===== src/rtl/sram_fb_pkg.sv =====
package sram_fb_pkg;
  // Fixed job of each core cycle within a pixel period
  typedef enum logic {
    SLOT_RD = 1'b0,
    SLOT_WR = 1'b1
  } slot_e;
endpackage


===== src/rtl/fb_spi_rx.sv =====
module fb_spi_rx #(
  parameter int unsigned DATA_W = 8,
  localparam int unsigned CNT_W = $clog2(DATA_W)
) (
  input  logic              clk_i,
  input  logic              rst_ni,
  input  logic              sck_i,
  input  logic              cs_ni,
  input  logic              mosi_i,
  output logic              start_o,
  output logic              byte_vld_o,
  output logic [DATA_W-1:0] byte_o
);
  logic [2:0]        sck_sr, cs_sr;
  logic [1:0]        mosi_sr;
  logic [CNT_W-1:0]  bit_cnt;
  logic [DATA_W-1:0] shreg;
  logic              sck_rise, cs_act;

  always_ff @(posedge clk_i or negedge rst_ni) begin
    if (!rst_ni) begin
      sck_sr  <= '0;
      cs_sr   <= '1;
      mosi_sr <= '0;
    end else begin
      sck_sr  <= {sck_sr[1:0], sck_i};
      cs_sr   <= {cs_sr[1:0], cs_ni};
      mosi_sr <= {mosi_sr[0], mosi_i};
    end
  end

  assign sck_rise = sck_sr[1] & ~sck_sr[2];
  assign cs_act   = ~cs_sr[1];
  assign start_o  = cs_sr[2] & ~cs_sr[1];

  always_ff @(posedge clk_i or negedge rst_ni) begin
    if (!rst_ni) begin
      bit_cnt    <= '0;
      shreg      <= '0;
      byte_vld_o <= 1'b0;
      byte_o     <= '0;
    end else begin
      byte_vld_o <= 1'b0;
      if (!cs_act || start_o) begin
        bit_cnt <= '0;
      end else if (sck_rise) begin
        shreg <= {shreg[DATA_W-2:0], mosi_sr[1]};
        if (bit_cnt == CNT_W'(DATA_W-1)) begin
          bit_cnt    <= '0;
          byte_vld_o <= 1'b1;
          byte_o     <= {shreg[DATA_W-2:0], mosi_sr[1]};
        end else begin
          bit_cnt <= bit_cnt + 1'b1;
        end
      end
    end
  end

  assert_byte_in_cs_R10: assert property (@(posedge clk_i) disable iff (!rst_ni)
    byte_vld_o |-> !$past(cs_sr[1]));
endmodule


===== src/rtl/fb_raster.sv =====
module fb_raster #(
  parameter int unsigned H_ACT = 640,
  parameter int unsigned H_FP  = 16,
  parameter int unsigned H_SW  = 96,
  parameter int unsigned H_BP  = 48,
  parameter int unsigned V_ACT = 480,
  parameter int unsigned V_FP  = 10,
  parameter int unsigned V_SW  = 2,
  parameter int unsigned V_BP  = 33,
  localparam int unsigned H_TOT = H_ACT + H_FP + H_SW + H_BP,
  localparam int unsigned V_TOT = V_ACT + V_FP + V_SW + V_BP,
  localparam int unsigned HW = $clog2(H_TOT),
  localparam int unsigned VW = $clog2(V_TOT)
) (
  input  logic          clk_i,
  input  logic          rst_ni,
  input  logic          adv_i,
  output logic [HW-1:0] h_o,
  output logic [VW-1:0] v_o,
  output logic          active_o,
  output logic          hsync_no,
  output logic          vsync_no,
  output logic          frame_end_o
);
  localparam int unsigned HS_BEG = H_ACT + H_FP;
  localparam int unsigned HS_END = HS_BEG + H_SW;
  localparam int unsigned VS_BEG = V_ACT + V_FP;
  localparam int unsigned VS_END = VS_BEG + V_SW;

  logic h_last, v_last;
  assign h_last = h_o == HW'(H_TOT-1);
  assign v_last = v_o == VW'(V_TOT-1);

  always_ff @(posedge clk_i or negedge rst_ni) begin
    if (!rst_ni) begin
      h_o <= '0;
      v_o <= '0;
    end else if (adv_i) begin
      if (h_last) begin
        h_o <= '0;
        v_o <= v_last ? '0 : v_o + 1'b1;
      end else begin
        h_o <= h_o + 1'b1;
      end
    end
  end

  assign active_o    = (h_o < HW'(H_ACT)) && (v_o < VW'(V_ACT));
  assign hsync_no    = !((h_o >= HW'(HS_BEG)) && (h_o < HW'(HS_END)));
  assign vsync_no    = !((v_o >= VW'(VS_BEG)) && (v_o < VW'(VS_END)));
  assign frame_end_o = h_last && v_last;

  assert_hs_start_R5: assert property (@(posedge clk_i) disable iff (!rst_ni)
    $fell(hsync_no) |-> h_o == HW'(HS_BEG));
  assert_hs_stop_R5: assert property (@(posedge clk_i) disable iff (!rst_ni)
    $rose(hsync_no) |-> h_o == HW'(HS_END % H_TOT));
  assert_vs_start_R6: assert property (@(posedge clk_i) disable iff (!rst_ni)
    $fell(vsync_no) |-> v_o == VW'(VS_BEG));
endmodule


===== src/rtl/sram_fb_scanout.sv =====
module sram_fb_scanout
  import sram_fb_pkg::*;
#(
  parameter int unsigned H_ACT  = 640,
  parameter int unsigned H_FP   = 16,
  parameter int unsigned H_SW   = 96,
  parameter int unsigned H_BP   = 48,
  parameter int unsigned V_ACT  = 480,
  parameter int unsigned V_FP   = 10,
  parameter int unsigned V_SW   = 2,
  parameter int unsigned V_BP   = 33,
  parameter int unsigned ADDR_W = 19,
  parameter int unsigned PIX_W  = 8
) (
  input  logic              clk_i,
  input  logic              rst_ni,
  input  logic              spi_sck_i,
  input  logic              spi_cs_ni,
  input  logic              spi_mosi_i,
  output logic [ADDR_W-1:0] sram_addr_o,
  input  logic [PIX_W-1:0]  sram_dq_i,
  output logic [PIX_W-1:0]  sram_dq_o,
  output logic              sram_oe_no,
  output logic              sram_we_no,
  output logic [PIX_W-1:0]  pix_o,
  output logic              hsync_no,
  output logic              vsync_no
);
  localparam int unsigned H_TOT = H_ACT + H_FP + H_SW + H_BP;
  localparam int unsigned V_TOT = V_ACT + V_FP + V_SW + V_BP;
  localparam int unsigned HW = $clog2(H_TOT);
  localparam int unsigned VW = $clog2(V_TOT);
  localparam int unsigned FB_PIX = H_ACT * V_ACT;

  slot_e             slot_q;
  logic              adv;
  logic [HW-1:0]     h;
  logic [VW-1:0]     v;
  logic              active, hs_n, vs_n, frame_end;
  logic              spi_start, byte_vld;
  logic [PIX_W-1:0]  rx_byte;
  logic [ADDR_W-1:0] rd_addr_q, wr_addr_q;
  logic [PIX_W-1:0]  wdat_q;
  logic              pend_q;

  always_ff @(posedge clk_i or negedge rst_ni) begin
    if (!rst_ni) slot_q <= SLOT_RD;
    else         slot_q <= (slot_q == SLOT_RD) ? SLOT_WR : SLOT_RD;
  end

  assign adv = slot_q == SLOT_WR;

  fb_raster #(
    .H_ACT(H_ACT), .H_FP(H_FP), .H_SW(H_SW), .H_BP(H_BP),
    .V_ACT(V_ACT), .V_FP(V_FP), .V_SW(V_SW), .V_BP(V_BP)
  ) i_raster (
    .clk_i      (clk_i),
    .rst_ni     (rst_ni),
    .adv_i      (adv),
    .h_o        (h),
    .v_o        (v),
    .active_o   (active),
    .hsync_no   (hs_n),
    .vsync_no   (vs_n),
    .frame_end_o(frame_end)
  );

  fb_spi_rx #(.DATA_W(PIX_W)) i_spi_rx (
    .clk_i     (clk_i),
    .rst_ni    (rst_ni),
    .sck_i     (spi_sck_i),
    .cs_ni     (spi_cs_ni),
    .mosi_i    (spi_mosi_i),
    .start_o   (spi_start),
    .byte_vld_o(byte_vld),
    .byte_o    (rx_byte)
  );

  // Running scan address; advances once per visible pixel
  always_ff @(posedge clk_i or negedge rst_ni) begin
    if (!rst_ni)         rd_addr_q <= '0;
    else if (adv) begin
      if (frame_end)     rd_addr_q <= '0;
      else if (active)   rd_addr_q <= rd_addr_q + 1'b1;
    end
  end

  // One-byte write holding slot; serviced in the next write cycle
  always_ff @(posedge clk_i or negedge rst_ni) begin
    if (!rst_ni) begin
      pend_q    <= 1'b0;
      wdat_q    <= '0;
      wr_addr_q <= '0;
    end else begin
      if (byte_vld) begin
        pend_q <= 1'b1;
        wdat_q <= rx_byte;
      end else if (adv && pend_q) begin
        pend_q <= 1'b0;
      end
      if (spi_start)
        wr_addr_q <= '0;
      else if (adv && pend_q)
        wr_addr_q <= (wr_addr_q == ADDR_W'(FB_PIX-1)) ? '0 : wr_addr_q + 1'b1;
    end
  end

  assign sram_addr_o = (slot_q == SLOT_RD) ? rd_addr_q : wr_addr_q;
  assign sram_oe_no  = !((slot_q == SLOT_RD) && active);
  assign sram_we_no  = !((slot_q == SLOT_WR) && pend_q);
  assign sram_dq_o   = wdat_q;

  always_ff @(posedge clk_i or negedge rst_ni) begin
    if (!rst_ni) begin
      pix_o    <= '0;
      hsync_no <= 1'b1;
      vsync_no <= 1'b1;
    end else if (slot_q == SLOT_RD) begin
      pix_o    <= active ? sram_dq_i : '0;
      hsync_no <= hs_n;
      vsync_no <= vs_n;
    end
  end

  assert_strobe_excl_R2: assert property (@(posedge clk_i) disable iff (!rst_ni)
    !(!sram_oe_no && !sram_we_no));
  assert_write_spacing_R2: assert property (@(posedge clk_i) disable iff (!rst_ni)
    !sram_we_no |=> sram_we_no);
  assert_blank_zero_R4: assert property (@(posedge clk_i) disable iff (!rst_ni)
    (sram_oe_no && slot_q == SLOT_RD) |=> pix_o == '0);
  assert_cs_restart_R8: assert property (@(posedge clk_i) disable iff (!rst_ni)
    spi_start |=> wr_addr_q == '0);
  assert_wr_wrap_R9: assert property (@(posedge clk_i) disable iff (!rst_ni)
    wr_addr_q < ADDR_W'(FB_PIX));
endmodule


===== config.mk =====
export PLATFORM = sky130hd
export DESIGN_NAME = sram_fb_scanout
export DESIGN_NICKNAME = d
export VERILOG_FILES = /design/src/rtl/sram_fb_pkg.sv /design/src/rtl/fb_spi_rx.sv /design/src/rtl/fb_raster.sv /design/src/rtl/sram_fb_scanout.sv
export SDC_FILE = /design/constraint.sdc
export NUM_CORES = 1
export LEC_CHECK = 0
export BUFFER_PORTS_ARGS = -buffer_cell sky130_fd_sc_hd__clkbuf_2
export CAP_MARGIN = 15
export CORE_ASPECT_RATIO = 2
export CORE_MARGIN = 1.5
export CORE_UTILIZATION = 57
export DETAILED_ROUTE_END_ITERATION = 6
export MAX_ROUTING_LAYER = met4
export PLACE_DENSITY_LB_ADDON = 0.3
export SYNTH_ARGS = -nofsm -noshare
export SYNTH_HDL_FRONTEND = slang
export SYNTH_SLANG_ARGS = --single-unit

===== constraint.sdc =====
create_clock -name clk_i -period 4.15 [get_ports clk_i]
set_input_delay 0.2075 -clock clk_i [delete_from_list [all_inputs] [get_ports clk_i]]
set_output_delay 0.2075 -clock clk_i [all_outputs]
set_load 0.02 [all_outputs]

; ---- After elaboration in Yosys (flattened, before gate mapping)
; Cells that the tools add are included.
[classes]
add_sub_neg = 5
magnitude_cmp = 6
n_eq_ne = 4
mux = 18
n_bitwise = 6
n_reduce_logical = 19
[ops]
columns = operator, count
row1 = $mux W19, 6
row2 = $add A19 B1 Y19 const B, 2
row3 = $add A10 B1 Y10 const B, 2
row4 = $eq A10 B10 Y1 const B, 2
row5 = $lt A10 B10 Y1 const B, 2
row6 = $lt A10 B9 Y1 const B, 2
row7 = $mux W10, 2
row8 = $eq A19 B19 Y1 const B, 1
row9 = $ge A10 B10 Y1 const B, 1
row10 = $ge A10 B9 Y1 const B, 1
row11 = $mux W3, 3
row12 = $mux W8, 1
row13 = $reduce_bool A2 Y1, 4
row14 = $logic_and A1 B1 Y1, 6
row15 = $mux W1, 6
row16 = $reduce_and A2 Y1, 3
row17 = $logic_not A1 Y1, 4
row18 = $not A1 Y1, 4
row19 = $add A3 B1 Y3 const B, 1
row20 = $eq A3 B3 Y1 const B, 1
row21 = $reduce_and A3 Y1, 1
row22 = $and A1 B1 Y1, 2
row23 = $logic_or A1 B1 Y1, 1
[word_totals]
regBits = 105
output_inout_bits = 39
elab_cells = 75

; ---- Logic depth before layout (Yosys ltp)
[depth]
ltp_word = 5
mapped_depth = 8

; ---- Modules after synthesis
; A second synthesis with hierarchy kept.
[unflattened]
hier_cells = 478
area_unflattened_um2 = 5117.4
[by_module_without_submodules]
columns = mod, n_inst, cells_per_inst, area_per_inst_um2, seq_area_each_um2
row1 = sram_fb_scanout, 1, 312, 3040.4, 1453.9
row2 = fb_raster, 1, 110, 1103.6, 500.5
row3 = fb_spi_rx, 1, 56, 973.4, 679.4

; ---- Least setup slack after synthesis
; Ideal clock, no wire load.
[synth_path]
path_kind = reg-to-reg
startpoint = register slot_q, in the netlist adv
endpoint = register wr_addr_q[15]
setup_time_ns = 0.076
arrival_time_ns = 1.899
required_ns = 4.074
setup_slack_ns = 2.175
stages_incl_launch_ff = 9
n_path_buf = 3
synth_period_minus_slack_ns = 1.975
cell_sequence = dfrtp_1 -> buf_4 -> and2_4 -> buf_6 -> inv_4 -> or4_1 -> buf_2 -> or4_1 -> o21ai_1
[synth_between]
elab_chain_cells = 2
[synth_rtl]
columns = element, line_no
row1 = from (decl), sram_fb_scanout.sv:35  ; slot_e slot_q;
row2 = from (signal assigned), sram_fb_scanout.sv:48  ; else slot_q <= (slot_q == SLOT_RD) ? SLOT_WR : SLOT_RD;
row3 = $logic_and A1 B1 Y1, sram_fb_scanout.sv:103  ; else if (adv && pend_q)
row4 = $reduce_bool A2 Y1 (no source line), n/a
row5 = to (signal assigned), sram_fb_scanout.sv:104  ; wr_addr_q <= (wr_addr_q == ADDR_W'(FB_PIX-1)) ? '0 : wr_addr_q + 1'b1;
row6 = to (decl), sram_fb_scanout.sv:42  ; logic [ADDR_W-1:0] rd_addr_q, wr_addr_q;
; Every way passes these cells.
; A chain may end at the register's enable or synchronous reset.

; ---- Final worst setup path
[layout_path]
startpoint = register slot_q, in the netlist adv
endpoint = register rd_addr_q[7]
[layout_between]
elab_chain_cells = 1
[layout_rtl]
columns = element, line_no
row1 = $reduce_and A2 Y1 (no source line), n/a
row2 = to (signal assigned), sram_fb_scanout.sv:84  ; else if (active) rd_addr_q <= rd_addr_q + 1'b1;
row3 = to (decl), sram_fb_scanout.sv:42
; Every way passes these cells.

==> results.rst <==
.. list-table::
   :header-rows: 1

   * - Metric
     - Value
   * - Outcome
     - finished, violations left
   * - Failing checks
     - negative hold slack
   * - Ratio of cells with drive above 1 in the final layout
     - 0.238
   * - Number of CTS-inserted buffers
     - 9
   * - Post-detailed-route DRC marker count
     - 0
   * - Non-Filler Instances
     - slightly above 600
   * - Core Rows
     - 48
   * - Pre-CTS WS
     - 1.63 ns
   * - Highest achievable clock rate
     - approximately 0.4 GHz
   * - Main synth FF type
     - sky130_fd_sc_hd__dfrtp_1
   * - Depth of the CTS H-tree
     - 3
   * - Via count
     - ~4000
   * - Top cell type by total area after synthesis
     - sky130_fd_sc_hd__dfrtp_1
   * - Largest net degree at the start of global routing
     - 74
   * - Final setup violating endpoints
     - 0
   * - Count of cell types in the netlist
     - 52
   * - Crit Reg-Reg Startpoint
     - adv
   * - CP cell instances
     - and3_1, and3_1, and2_1, a21oi_1
   * - Cell type with the highest occurrence count on the critical path
     - sky130_fd_sc_hd__and3_1
   * - Transition time at the pin with the least slew margin
     - 0.968 ns
   * - Overall Global Routing Usage
     - 0.268
   * - Number of buffers added to fix hold violations after cts
     - 3
   * - Cell area after synthesis
     - between 0.005 and 0.006 mm^2
   * - TritonCTS sink count
     - approximately 110
   * - Fin. Hold Viols
     - 10
   * - Sequential area share after synthesis
     - 0.522
   * - LEAKAGE
     - 2.67 nW
   * - Share of synthesized registers carrying an async set or reset
     - 1.00
   * - Clock Skews
     - about 0.014 ns
   * - Count of TritonRoute iterations in the first routing pass
     - 5
   * - Initial core utilization
     - 0.587
   * - YS warnings
     - 0
   * - Required time of the critical path
     - around 4.4 ns
   * - Crit path launch type
     - flip-flop
   * - Setup CP Type
     - flip-flop to flip-flop
   * - Worst-case clock buffer depth
     - 2
   * - Headroom to the max-slew limit
     - 0.353
   * - Power consumption
     - roughly 0.002 W
   * - Dpl hpwl
     - just over 8000 um
   * - Worst skew pair latency
     - around 0.35 ns
   * - Starting DRC count in detailed routing
     - about 400
   * - Cell types with the largest area share after synthesis
     - sky130_fd_sc_hd__dfrtp_1, sky130_fd_sc_hd__mux2_2, sky130_fd_sc_hd__nand2_1
   * - Synthesized area divided by synthesized cell count
     - approximately 11 um^2
   * - Core area
     - ~0.0086 mm^2
   * - Buffer count from post-CTS setup fixing
     - 0
   * - Avg Vias per Cell
     - 6.26
   * - Number of nets with antenna violations after detailed routing
     - 0
   * - Aggregate global routing overflow
     - 0
   * - Max Cap Viol
     - 0
   * - Die Outline Area
     - roughly 0.0095 mm^2
   * - Fin area
     - 0.00569 mm^2
   * - Syn nets
     - approximately 500
   * - TNS Setup
     - 0 ns
   * - Peak supply drop
     - around 0.31 mV
   * - Clock tree from TritonCTS
     - built
   * - Crit path arrival time
     - approximately 2.7 ns
   * - Final worst hold slack
     - -0.0251 ns
   * - Most frequent standard cell in the layout excluding fill and tap cells
     - sky130_fd_sc_hd__dfrtp_1
   * - Die extent in y
     - 136 um
   * - Pwr/cell area
     - about 350 mW/mm^2
   * - Seq cells post-synth
     - approximately 110
   * - Clock slew at the register clock pins of the worst setup and hold paths
     - about 0.080 ns
   * - Count of antenna diodes in the layout
     - 0
   * - Weighted congestion reported at the end of routability-driven placement
     - ~0.89
   * - Start point of the critical path
     - adv
   * - First-pass GRT wire length
     - 19300 um
   * - Shortest clock period the worst path allows after layout
     - about 2.5 ns
   * - Total wirelength of the detailed-routed design
     - 11600 um
   * - Resized Gates After CTS
     - 0
   * - Min-Delay Path Class
     - input port to asynchronous set/reset pin
   * - Horiz. Die Dim
     - 69.5 um
   * - Worst path max stage delay
     - 0.79 ns
   * - Number of buffer cells added on primary ports
     - between 50 and 60
   * - Area post-placement
     - approximately 0.0054 mm^2
   * - CP max-delay cell
     - sky130_fd_sc_hd__dfrtp_1
   * - Setup repair after global routing missed its margin
     - no
   * - Clk root buf
     - sky130_fd_sc_hd__clkbuf_16
   * - IO Count
     - 52
   * - Number of nets in the final layout
     - 538
   * - Highest-count cells in the layout ignoring fill and taps
     - sky130_fd_sc_hd__dfrtp_1, sky130_fd_sc_hd__clkbuf_2, sky130_fd_sc_hd__nand2_1
   * - Crit path max fanout
     - 26
   * - Max-slew violation count
     - 0
   * - Share of Yosys cell area claimed by the top area cell type
     - 0.496
   * - Fin worst setup slack
     - ~1.6 ns
   * - Final critical-path share of the clock period
     - 0.603
   * - Synthesis-to-layout area growth
     - 12.8%
   * - Type of element capturing the critical path
     - flip-flop
   * - Post-placement cell count
     - approximately 600
   * - Number of instances in the synthesized netlist
     - 471
   * - Number of enable-type register cells in the synthesized netlist
     - 0
   * - Number of global-route vias before repair
     - approximately 3900
   * - Antenna violations before repair
     - 0
   * - Mean routed wirelength per cell
     - between 15 and 20 um
## path summary, 6_finish.rpt
check	slack [ns]	endpoint	depth (start not counted)
hold / removal	-0.03	wr_addr_q[17]	1
min in group clk_i	0.08	pix_o[2]	3
hold reg to reg	0.36	i_spi_rx.mosi_sr[1]	0
setup reg to reg	1.65	rd_addr_q[7]	4
max in group asynchronous	3.17	i_spi_rx.cs_sr[0]	2
setup / recovery	1.65	rd_addr_q[7]	4
## Yosys cell counts (all sizes together), types with 10 or more instances
library cell  instances
a21oi                28
and3                 10
clkbuf               16
dfrtp               100
inv                  12
mux2                 43
nand2                46
nand3                14
nand4                19
nor2                 14
nor3                 11
o21ai                29
or3                  14
or4                  12
xnor2                10
## stage by stage
step	util	hold WS, ns
floorplan	-	-0.0881
global placement	0.624	0.298
detailed placement	0.624	0.302
CTS	0.663	0.0321
global route	0.663	0.0603
finish	0.663	-0.0251
## sequential cells by signal (all words and copies together), names as in the netlist, 2 cells and up
signal and count:
rd_addr_q 19, wr_addr_q 19, i_spi_rx.shreg 7, i_spi_rx.mosi_sr 2, pix_o 8, i_raster.v_o 10, i_spi_rx.bit_cnt 3, sram_dq_o 8
i_raster.h_o 10, i_spi_rx.byte_o 8, i_spi_rx.sck_sr 3, i_spi_rx.cs_sr 3
## routing by layer
metal / up-vias / track usage / share of wire
met4: 0 / 0.156 / 0.050
met2: 123 / 0.468 / 0.54
met1: 1904 / 0.284 / 0.37
met5: - / - / 0
met3: 36 / 0.0415 / 0.037
li1: 1830 / - / -
## critical path, delay by kind of cell, from the launching register on
kind | cells | cell delay, ns
AND/OR/NAND/NOR | 3 | 1.48
flip-flops | 1 | 0.79
AO/OA/AOI/OAI | 1 | 0.09
## kinds of logic after synthesis
group,share of synthesized area
AND/OR/NAND/NOR,0.183
flip-flops,0.522
AO/OA/AOI/OAI,0.111
buffers and inverters,0.0298
multiplexers,0.102
XOR/XNOR,0.0330
adder cells (fa/ha/maj),0.0198
## report_power, final
part / internal, W / total (W) / switching [W] / leakage (nW)
Clock: 0.000444 / 0.000850 / 0.000406 / 0.148
Sequential: 0.00105 / 0.00107 / 0.0000219 / 1.39
Combinational: 0.0000281 / 0.0000715 / 0.0000434 / 1.13
## area by class of cell
| class | instances | area [um^2] |
|---|---|---|
| Fill cell | 685 | 2900 |
| Sequential cell | 105 | 2630 |
| Multi-Input combinational cell | 331 | 2260 |
| Timing Repair Buffer | 58 | 318 |
| Clock buffer | 10 | 239 |
| Tap cell | 100 | 125 |
| Clock inverter | 6 | 66.3 |
| Inverter | 12 | 47.5 |
Note: power is estimated with default switching activity, not from simulation.
